### src/rtl/tpg_pkg.sv
package tpg_pkg;
  typedef enum logic [2:0] {
    MODE_CLK    = 3'd0,
    MODE_PRBS7  = 3'd1,
    MODE_PRBS31 = 3'd2,
    MODE_RAMP   = 3'd3,
    MODE_RAND   = 3'd4,
    MODE_TOGGLE = 3'd5,
    MODE_DIRECT = 3'd6,
    MODE_CLK2   = 3'd7
  } tpg_mode_e;

  typedef enum logic [1:0] {
    KIND_BITS  = 2'd0,
    KIND_THERM = 2'd1,
    KIND_RAW   = 2'd2
  } tpg_kind_e;
endpackage

### src/rtl/tpg_prbs_core.sv
module tpg_prbs_core #(
  parameter int WORD_W   = 32,
  parameter int LONG_W   = 31,
  parameter int LONG_T2  = 28,
  parameter int SHORT_W  = 7,
  parameter int SHORT_T2 = 6,
  parameter int CODE_W   = 4
) (
  input  logic              clk,
  input  logic              rst_n,
  input  logic              restart,
  input  logic              advance,
  input  logic              sel_long,
  output logic [WORD_W-1:0] word_o,
  output logic [CODE_W-1:0] code_o
);
  localparam logic [LONG_W-1:0] SHORT_MASK = {{(LONG_W-SHORT_W){1'b0}}, {SHORT_W{1'b1}}};
  localparam logic [LONG_W-1:0] SEED = '1;

  logic [LONG_W-1:0] st_q, walk, nxt;
  logic              fb;

  // unrolled: one word's worth of shift steps per advance
  always_comb begin
    walk   = st_q;
    word_o = '0;
    fb     = 1'b0;
    for (int i = 0; i < WORD_W; i++) begin
      fb = sel_long ? (walk[LONG_W-1] ^ walk[LONG_T2-1])
                    : (walk[SHORT_W-1] ^ walk[SHORT_T2-1]);
      word_o[i] = fb;
      walk = {walk[LONG_W-2:0], fb};
    end
    nxt = sel_long ? walk : (walk & SHORT_MASK);
  end

  assign code_o = st_q[CODE_W-1:0];

  always_ff @(posedge clk) begin
    if (!rst_n || restart) begin
      st_q <= SEED;
    end else if (advance) begin
      st_q <= (nxt == '0) ? SEED : nxt;  // lock-up escape
    end
  end
endmodule

### src/rtl/tpg_ramp_core.sv
module tpg_ramp_core #(
  parameter int CODE_W = 4,
  parameter int HOLD_W = 8
) (
  input  logic              clk,
  input  logic              rst_n,
  input  logic              restart,
  input  logic              advance,
  input  logic [HOLD_W-1:0] hold_len,
  output logic [CODE_W-1:0] code_o
);
  localparam logic [CODE_W-1:0] TOP = {CODE_W{1'b1}};

  logic [CODE_W-1:0] code_q;
  logic [HOLD_W-1:0] cnt_q;
  logic              up_q;

  always_ff @(posedge clk) begin
    if (!rst_n || restart) begin
      code_q <= '0;
      cnt_q  <= '0;
      up_q   <= 1'b1;
    end else if (advance) begin
      if (cnt_q == hold_len) begin
        cnt_q <= '0;
        if (up_q) begin
          if (code_q == TOP) begin
            code_q <= TOP - 1'b1;
            up_q   <= 1'b0;
          end else begin
            code_q <= code_q + 1'b1;
          end
        end else begin
          if (code_q == '0) begin
            code_q <= {{(CODE_W-1){1'b0}}, 1'b1};
            up_q   <= 1'b1;
          end else begin
            code_q <= code_q - 1'b1;
          end
        end
      end else begin
        cnt_q <= cnt_q + 1'b1;
      end
    end
  end

  assign code_o = code_q;
endmodule

### src/rtl/tpg_therm_enc.sv
module tpg_therm_enc #(
  parameter int SEGS   = 15,
  parameter int CODE_W = 4
) (
  input  logic [CODE_W-1:0] code_i,
  output logic [SEGS-1:0]   therm_o
);
  for (genvar g = 0; g < SEGS; g++) begin : g_seg
    assign therm_o[g] = (code_i > CODE_W'(g));
  end
endmodule

### src/rtl/tx_test_patgen.sv
module tx_test_patgen
  import tpg_pkg::*;
#(
  parameter int WORD_W = 32,
  parameter int SEGS   = 15,
  parameter int HOLD_W = 8,
  localparam int CODE_W = $clog2(SEGS + 1)
) (
  input  logic              clk,
  input  logic              rst_n,
  input  logic [2:0]        cfg_mode,
  input  logic [CODE_W-1:0] cfg_seg,
  input  logic [HOLD_W-1:0] cfg_hold,
  input  logic [WORD_W-1:0] host_data,
  input  logic              host_valid,
  output logic              host_ready,
  output logic [WORD_W-1:0] out_data,
  output logic [1:0]        out_kind,
  output logic              out_valid,
  input  logic              out_ready
);
  localparam logic [CODE_W-1:0] SEG_MAX = CODE_W'(SEGS - 1);

  tpg_mode_e         act_mode;
  logic              at_boundary, mode_sw, accept;
  logic              prbs_on, tog_q;
  logic [WORD_W-1:0] prbs_word;
  logic [CODE_W-1:0] rand_code, ramp_code, seg_eff;
  logic [SEGS-1:0]   ramp_therm, rand_therm, seg_therm, tog_word;

  assign at_boundary = !out_valid || out_ready;
  assign mode_sw     = at_boundary && (cfg_mode != 3'(act_mode));
  assign accept      = out_valid && out_ready;
  assign prbs_on     = (act_mode == MODE_PRBS7) || (act_mode == MODE_PRBS31) ||
                       (act_mode == MODE_RAND);

  always_ff @(posedge clk) begin
    if (!rst_n) begin
      act_mode <= MODE_CLK;
      tog_q    <= 1'b0;
    end else if (mode_sw) begin
      act_mode <= tpg_mode_e'(cfg_mode);
      tog_q    <= 1'b0;
    end else if (accept && act_mode == MODE_TOGGLE) begin
      tog_q    <= !tog_q;
    end
  end

  tpg_prbs_core #(.WORD_W(WORD_W), .CODE_W(CODE_W)) u_prbs (
    .clk(clk), .rst_n(rst_n), .restart(mode_sw), .advance(accept && prbs_on),
    .sel_long(act_mode != MODE_PRBS7), .word_o(prbs_word), .code_o(rand_code)
  );

  tpg_ramp_core #(.CODE_W(CODE_W), .HOLD_W(HOLD_W)) u_ramp (
    .clk(clk), .rst_n(rst_n), .restart(mode_sw),
    .advance(accept && act_mode == MODE_RAMP), .hold_len(cfg_hold), .code_o(ramp_code)
  );

  assign seg_eff = (cfg_seg > SEG_MAX) ? SEG_MAX : cfg_seg;

  tpg_therm_enc #(.SEGS(SEGS), .CODE_W(CODE_W)) u_enc_ramp (.code_i(ramp_code), .therm_o(ramp_therm));
  tpg_therm_enc #(.SEGS(SEGS), .CODE_W(CODE_W)) u_enc_rand (.code_i(rand_code), .therm_o(rand_therm));
  tpg_therm_enc #(.SEGS(SEGS), .CODE_W(CODE_W)) u_enc_seg  (.code_i(seg_eff),   .therm_o(seg_therm));

  always_comb begin
    tog_word          = seg_therm;
    tog_word[seg_eff] = tog_q;
  end

  always_comb begin
    out_valid  = 1'b1;
    out_data   = '0;
    out_kind   = KIND_BITS;
    host_ready = 1'b0;
    unique case (act_mode)
      MODE_CLK:    out_data = {(WORD_W/2){2'b10}};
      MODE_CLK2:   out_data = {(WORD_W/4){4'b1100}};
      MODE_PRBS7,
      MODE_PRBS31: out_data = prbs_word;
      MODE_RAMP: begin
        out_kind            = KIND_THERM;
        out_data[SEGS-1:0]  = ramp_therm;
      end
      MODE_RAND: begin
        out_kind            = KIND_THERM;
        out_data[SEGS-1:0]  = rand_therm;
      end
      MODE_TOGGLE: begin
        out_kind            = KIND_THERM;
        out_data[SEGS-1:0]  = tog_word;
      end
      MODE_DIRECT: begin
        out_kind   = KIND_RAW;
        out_valid  = host_valid;
        out_data   = host_data;
        host_ready = out_ready;
      end
      default: out_data = '0;
    endcase
  end
endmodule

### config.mk
export PLATFORM = sky130hd
export DESIGN_NAME = tx_test_patgen
export DESIGN_NICKNAME = d
export VERILOG_FILES = /design/src/rtl/tpg_pkg.sv /design/src/rtl/tpg_prbs_core.sv /design/src/rtl/tpg_ramp_core.sv /design/src/rtl/tpg_therm_enc.sv /design/src/rtl/tx_test_patgen.sv
export SDC_FILE = /design/constraint.sdc
export NUM_CORES = 1
export LEC_CHECK = 0
export BUFFER_PORTS_ARGS = -buffer_cell sky130_fd_sc_hd__buf_4
export CAP_MARGIN = 10
export CORE_MARGIN = 2
export CORE_UTILIZATION = 50
export DETAILED_ROUTE_END_ITERATION = 10
export PLACE_DENSITY = 0.72
export SLEW_MARGIN = 20
export SYNTH_ARGS = -nofsm -noshare
export SYNTH_HDL_FRONTEND = slang
export SYNTH_HIERARCHICAL = 1
export SYNTH_SLANG_ARGS = --single-unit
### constraint.sdc
create_clock -name clk -period 7.69 [get_ports clk]
set_clock_uncertainty 0.2 [all_clocks]
set_input_delay 1.538 -clock clk [delete_from_list [all_inputs] [get_ports clk]]
set_output_delay 1.538 -clock clk [all_outputs]
set_load 0.005 [all_outputs]
* Yosys cells after proc, flatten, opt, wreduce, memory -nomap -nowiden *
Cells that the tools add are included.

word-level totals
  register bits = 48
  bits in latches = 0
  RAM bits = 0
  ROM bits = 0
  logic and storage cells = 203
  memories kept = 0

cells by class
  add/sub/neg operators = 3
  multiply operators = 0
  div/mod/pow operators = 0
  magnitude comparators = 48
  eq/ne operators = 11
  shift operators = 0
  multiplexer cells = 50
  bitwise logic cells = 65
  reduce and logical (&&, ||, !) cells = 20

operators by type and width
  kind                   count
  $pmux W15 S7           1
  $gt A4 B4 Y1 const B   22
  $pmux W17 S4           1
  $xor A1 B1 Y1          64
  $mux W31               2
  $gt A4 B3 Y1 const B   12
  $mux W1                38
  $logic_not A31 Y1      1
  $gt A4 B1 Y1 const B   6
  $gt A4 B2 Y1 const B   6
  $mux W4                4
  $bwmux W15             1
  $eq A3 B3 Y1 const B   4
  $add A8 B1 Y8 const B  1
  $eq A8 B8 Y1           1
  $mux W8                1
  $eq A3 B2 Y1 const B   2
  $logic_and A1 B1 Y1    6
  $lt A4 B5 Y1 const B   1
  $add A4 B1 Y4 const B  1
  $demux W1 S4           1
  $eq A4 B4 Y1 const B   1
  $ge A4 B1 Y1 const B   1
  $logic_not A4 Y1       1
  12 further kinds       18

* Logic depth before layout (Yosys ltp) *
  depth after elaboration = 15
  mapped depth = 17
  depth with buffers taken out = 13

* Cells and area by module *
Netlist, hierarchy kept.

modules (own cells, without submodules)
  module          times used  cells an instance  area an instance (um^2)  seq. area each (um^2)
  tpg_prbs_core   1           295                2334.7                   620.6
  tx_test_patgen  1           234                1719.1                   80.1
  tpg_ramp_core   1           102                845.8                    260.2
  tpg_therm_enc   3           24                 140.1                    0.0

* Worst setup path after synthesis *
Ideal clock, no wire load.

  path kind = flip-flop to output port
  start point = register act_mode[2]
  end point = output out_data[19]
  data arrival time = 2.803 ns
  required time = 5.952 ns
  slack = 3.149 ns
  stages on the path, launching flop included = 18
  path buffers = 4
  cells stage by stage = dfxtp_1 -> buf_2 -> nor2b_1 -> buf_2 -> nor2b_1 -> inv_1 -> buf_2 -> inv_1 -> buf_1 -> mux2i_1 -> a21oi_1 -> xnor2_1 -> nand2_1 -> xor2_1 -> o21ai_0 -> inv_1 -> a21oi_1 -> o221a_2

between the ends
  word-level cells in the longest chain between the ends = 9

RTL lines
  element                   line                  RTL
  start: declaration        tx_test_patgen.sv:24  tpg_mode_e act_mode;
  start signal: assignment  tx_test_patgen.sv:42  act_mode <= tpg_mode_e'(cfg_mode);
  $ne A3 B1 Y1              tx_test_patgen.sv:51  .sel_long(act_mode != MODE_PRBS7), .word_o(prbs_word), .code_o(rand_code)
  $mux W1                   tpg_prbs_core.sv:29   fb = sel_long ? (walk[LONG_W-1] ^ walk[LONG_T2-1])
  via prbs_word[1]          tx_test_patgen.sv:27  logic [WORD_W-1:0] prbs_word;
  $xor A1 B1 Y1             tpg_prbs_core.sv:30   : (walk[SHORT_W-1] ^ walk[SHORT_T2-1]);
  $mux W1                   tpg_prbs_core.sv:29
  $xor A1 B1 Y1             tpg_prbs_core.sv:30
  $mux W1                   tpg_prbs_core.sv:29
  $xor A1 B1 Y1             tpg_prbs_core.sv:30
  $mux W1                   tpg_prbs_core.sv:29
  via prbs_word[19]         tx_test_patgen.sv:27
  $pmux W17 S4              tx_test_patgen.sv:75  unique case (act_mode)
  end: declaration          tx_test_patgen.sv:17  output logic [WORD_W-1:0] out_data,

The timed path passes the listed nets, and every way through them passes these cells.

* Worst setup path in the final report *
  start point = register act_mode[0]
  end point = output out_data[30]

RTL lines
  element            line
  $ne A3 B1 Y1 *     tx_test_patgen.sv:51
  $mux W1 *          tpg_prbs_core.sv:29
  via prbs_word[4]   tx_test_patgen.sv:27
  $xor A1 B1 Y1      tpg_prbs_core.sv:30
  $mux W1            tpg_prbs_core.sv:29
  $xor A1 B1 Y1      tpg_prbs_core.sv:30
  $mux W1            tpg_prbs_core.sv:29
  $xor A1 B1 Y1      tpg_prbs_core.sv:30
  $mux W1            tpg_prbs_core.sv:29
  $xor A1 B1 Y1 *    tpg_prbs_core.sv:30
  $mux W1 *          tpg_prbs_core.sv:29
  via prbs_word[30]  tx_test_patgen.sv:27
  $pmux W17 S4 *     tx_test_patgen.sv:75

Mark *: on every way through the listed nets, which the timed path passes. The rest lies on a longest branch.

==> results by group <==
Run status
  – Outcome: finished clean

Yosys
  – Synth Flop Type: dfxtp_1
  – Post-synth EDFFs: 0
  – FFs w/ async S/R, synth: 0%
  – Syn_nets: between 700 and 800
  – Syn avg cell area: about 7.6 um^2
  – Synth Register Bits: 48
  – Syn. warnings: 6
  – Post-synth cell types: 69
  – Gate Count Post-Synth: 703
  – Mapped Area: 5320 um^2
  – Seq/Total Area, Yosys: 18.1%

Setup path
  – Worst setup EP type: output port
  – RR Endpoint: u_prbs/st_q[27]
  – Critical Setup Path Class: reg -> out
  – Capture point of the worst path: out_data[30]
  – CP dominant cell by count: nor2b_1
  – Startpoint Class: register
  – Critical Path RT: just under 6 ns
  – Slowest stage cell, crit path: inv_1
  – Arrival time of the worst setup path: 3.91 ns
  – CP startpoint: act_mode[0]
  – Crit path largest cell delay: between 0.4 and 0.5 ns
  – Worst R2R Setup Slack: 3.55 ns
  – Worst R2R Path Depth: 12
  – Critical path peak fanout: 55
  – Worst path cell trace: nor2b_1 > nor2b_1 > inv_1 > buf_4 > inv_1 > mux2i_1 > xnor2_2 > xnor2_1 > mux2i_1 > nand2_1 > nor2b_1 > o221ai_1 > nand2_1 > buf_4
  – RR Startpoint: act_mode[0]

Clock tree
  – Root Driver: clkbuf_8
  – CTS sink cnt: 48
  – Later-pin clock latency in the skew report: 0.31 ns
  – CTS Buf Count: 5
  – Depth of the CTS H-tree: 2
  – CTS tree: yes
  – Clock-pin slew on the worst setup and hold paths: ~0.090 ns
  – CTS Buffer Depth: 2
  – CTS resizes: 0
  – Number of setup buffers added after CTS: 0
  – # hold bufs at CTS: 0

GRT
  – Total track usage: 26.2%
  – Global-route wire length before repair: 24300 um
  – Vias in the first global route: between 4000 and 5000
  – Number of antenna violations at the first check in global routing: 0
  – Gr ovfl total: 0
  – Largest net degree at the start of global routing: 56

Route
  – Routed Antenna Nets: 0
  – DR vias: 5146
  – Pre-Repair DR Iteration Count: 5
  – Routed wire length: 15100 um
  – Per-cell routed wire length: around 18 um
  – Residual DRC: 0
  – Via-to-Cell Ratio: 6.01
  – Drt first-iter violations: roughly 470

Power
  – Int Power: 0.482 mW
  – Switching power total: 0.282 mW
  – Power Density: 132 nW/um^2
  – Worst VDD drop: 0.0766 mV
  – Clock share of power: 21.6%
  – Comb pwr share: 41.9%
  – Switching share of power: 36.9%
  – Sequential share of power: 36.5%
  – Leak pwr: approximately 2.2 nW

Placement
  – Port Buf Inserts: 86
  – Routability Congestion: 0.930
  – Dpl hpwl: 10900 um
  – Dpl cells: 848

Die
  – DIE HEIGHT: 107 um
  – Area of the core: slightly above 10000 um^2
  – Die area: about 11000 um^2
  – Count of boundary I/O pins: 87
  – Starting density of the core: approximately half
  – Die Width: ~110 um
  – Std-Cell Rows: 37

Min path
  – Hold WC Path Type: reg -> reg

Timing
  – Min Tclk post-route: 5.65 ns
  – RSZ-0062 raised after global routing: no
  – Max_slew headroom: 24.2%
  – Fin crit share: about three quarters
  – Setup violations, final: 0
  – Fin. max-slew vios: 0
  – Worst slew pin tran: 1.13 ns
  – Setup TNS: 0 ns
  – Max Fclk: 177 MHz
  – Final Hold Vio Count: 0

Layout
  – Commonest cells after routing, fill and taps aside: 92 x buf_4, 72 x nor2_1, 58 x nand2_1
  – # fillers: 973
  – Area growth syn-to-layout: 9.20%
  – Most common cell after layout, fill and taps aside: buf_4
  – Non-Filler Instances: 856
  – Final nets: 773
  – ANT cells: 0
  – Layout cells sized above 1: 20.3%

Flow run
  – Maxcap violations: 0
registers in the layout, summed over array words and instances, names as in the netlist:
name and cells:
u_prbs/st_q 31, u_ramp/cnt_q 8, u_ramp/code_o 4, act_mode 3, tog_q 1, u_ramp/up_q 1
stage by stage:
stage	hold slack, ns	instance area [um^2]	utilization, %	worst slack, ns	total power [mW]
final	0.310	5810	56.3	2.04	0.764
after global routing	0.349	5810	56.3	1.63	0.807
after CTS	0.310	5810	56.3	2.08	0.765
after detailed placement	0.296	5710	55.3	2.44	0.598
after global placement	0.289	5710	55.3	2.59	0.595
after floorplan	0.277	5320	-	3.15	0.499
critical path: cells and delay by family, from the launching register on:
family	cells	cell delay, ns
buffers and inverters	4	0.97
and+or+nand+nor	5	0.88
muxes	2	0.75
xor gates and xnor gates	2	0.46
DFF	1	0.33
AOI/OAI and AO/OA	1	0.18
power groups by stage:
stage / sequential [mW] / clock, mW / combinational (mW)
6_report: 0.279 / 0.165 / 0.320
5_1_grt: 0.281 / 0.179 / 0.346
4_1_cts: 0.279 / 0.170 / 0.316
3_5_place_dp: 0.285 / 0 / 0.314
3_3_place_gp: 0.284 / 0 / 0.311
2_1_floorplan: 0.273 / 0 / 0.227
layer usage:
layer	up-vias	part of all wire [%]	track usage, %
met5	-	0	0
li1	2502	-	-
met1	2415	44	35.7
met2	201	47	42.6
met3	28	6.7	3.59
met4	0	2.5	8.53
cells by family after synthesis:
logic type	after synthesis	synth area share, %
xor gates and xnor gates	81	14.1
adders and majority gates	11	2.21
AOI/OAI and AO/OA	175	24.0
muxes	38	7.38
and+or+nand+nor	237	23.3
buffers and inverters	113	11.0
DFF	48	18.1
cell usage after synthesis (all sizes together) (5+ instances only):
| cell | n | area [um^2] |
|---|---|---|
| a21oi | 31 | 155 |
| a221o | 7 | 70.1 |
| a22o | 8 | 70.1 |
| a22oi | 9 | 67.6 |
| a31oi | 23 | 174 |
| and2 | 5 | 31.3 |
| and3 | 6 | 41.3 |
| buf | 52 | 354 |
| clkbuf | 31 | 116 |
| dfxtp | 48 | 961 |
| inv | 30 | 113 |
| maj3 | 8 | 80.1 |
| mux2 | 10 | 113 |
| mux2i | 28 | 280 |
| nand2 | 58 | 218 |
| nand2b | 13 | 81.3 |
| nand3 | 11 | 55.1 |
| nand4 | 5 | 31.3 |
| nand4b | 5 | 43.8 |
| nor2 | 72 | 270 |
| nor2b | 22 | 138 |
| nor3 | 7 | 40.0 |
| nor4b | 6 | 71.3 |
| o21a | 8 | 60.1 |
| o21ai | 31 | 155 |
| o221a | 6 | 67.6 |
| o221ai | 16 | 140 |
| or3 | 8 | 50.1 |
| xnor2 | 50 | 460 |
| xor2 | 30 | 263 |
final cells by class:
cell class / count / area, um^2 / share of cell area [%]
multi-input cells: 542 / 3780 / 65.0
flip-flops and latches: 48 / 963 / 16.6
repair buffers: 92 / 691 / 11.9
well taps: 136 / 170 / 2.93
inverters: 30 / 113 / 1.94
clock buffers: 6 / 82.6 / 1.42
clock inverters: 2 / 13.8 / 0.237
how the worst min path moves through the flow:
stage | start | endpoint | depth (start not counted)
final | u_prbs/st_q[29] | u_prbs/st_q[29] | 2
after global routing | u_prbs/st_q[29] | u_prbs/st_q[29] | 2
after CTS | u_prbs/st_q[29] | u_prbs/st_q[29] | 2
after detailed placement | u_prbs/st_q[29] | u_prbs/st_q[29] | 2
after global placement | u_prbs/st_q[29] | u_prbs/st_q[29] | 2
after floorplan | u_prbs/st_q[28] | u_prbs/st_q[28] | 2
Power figures use the tool's default switching activity.
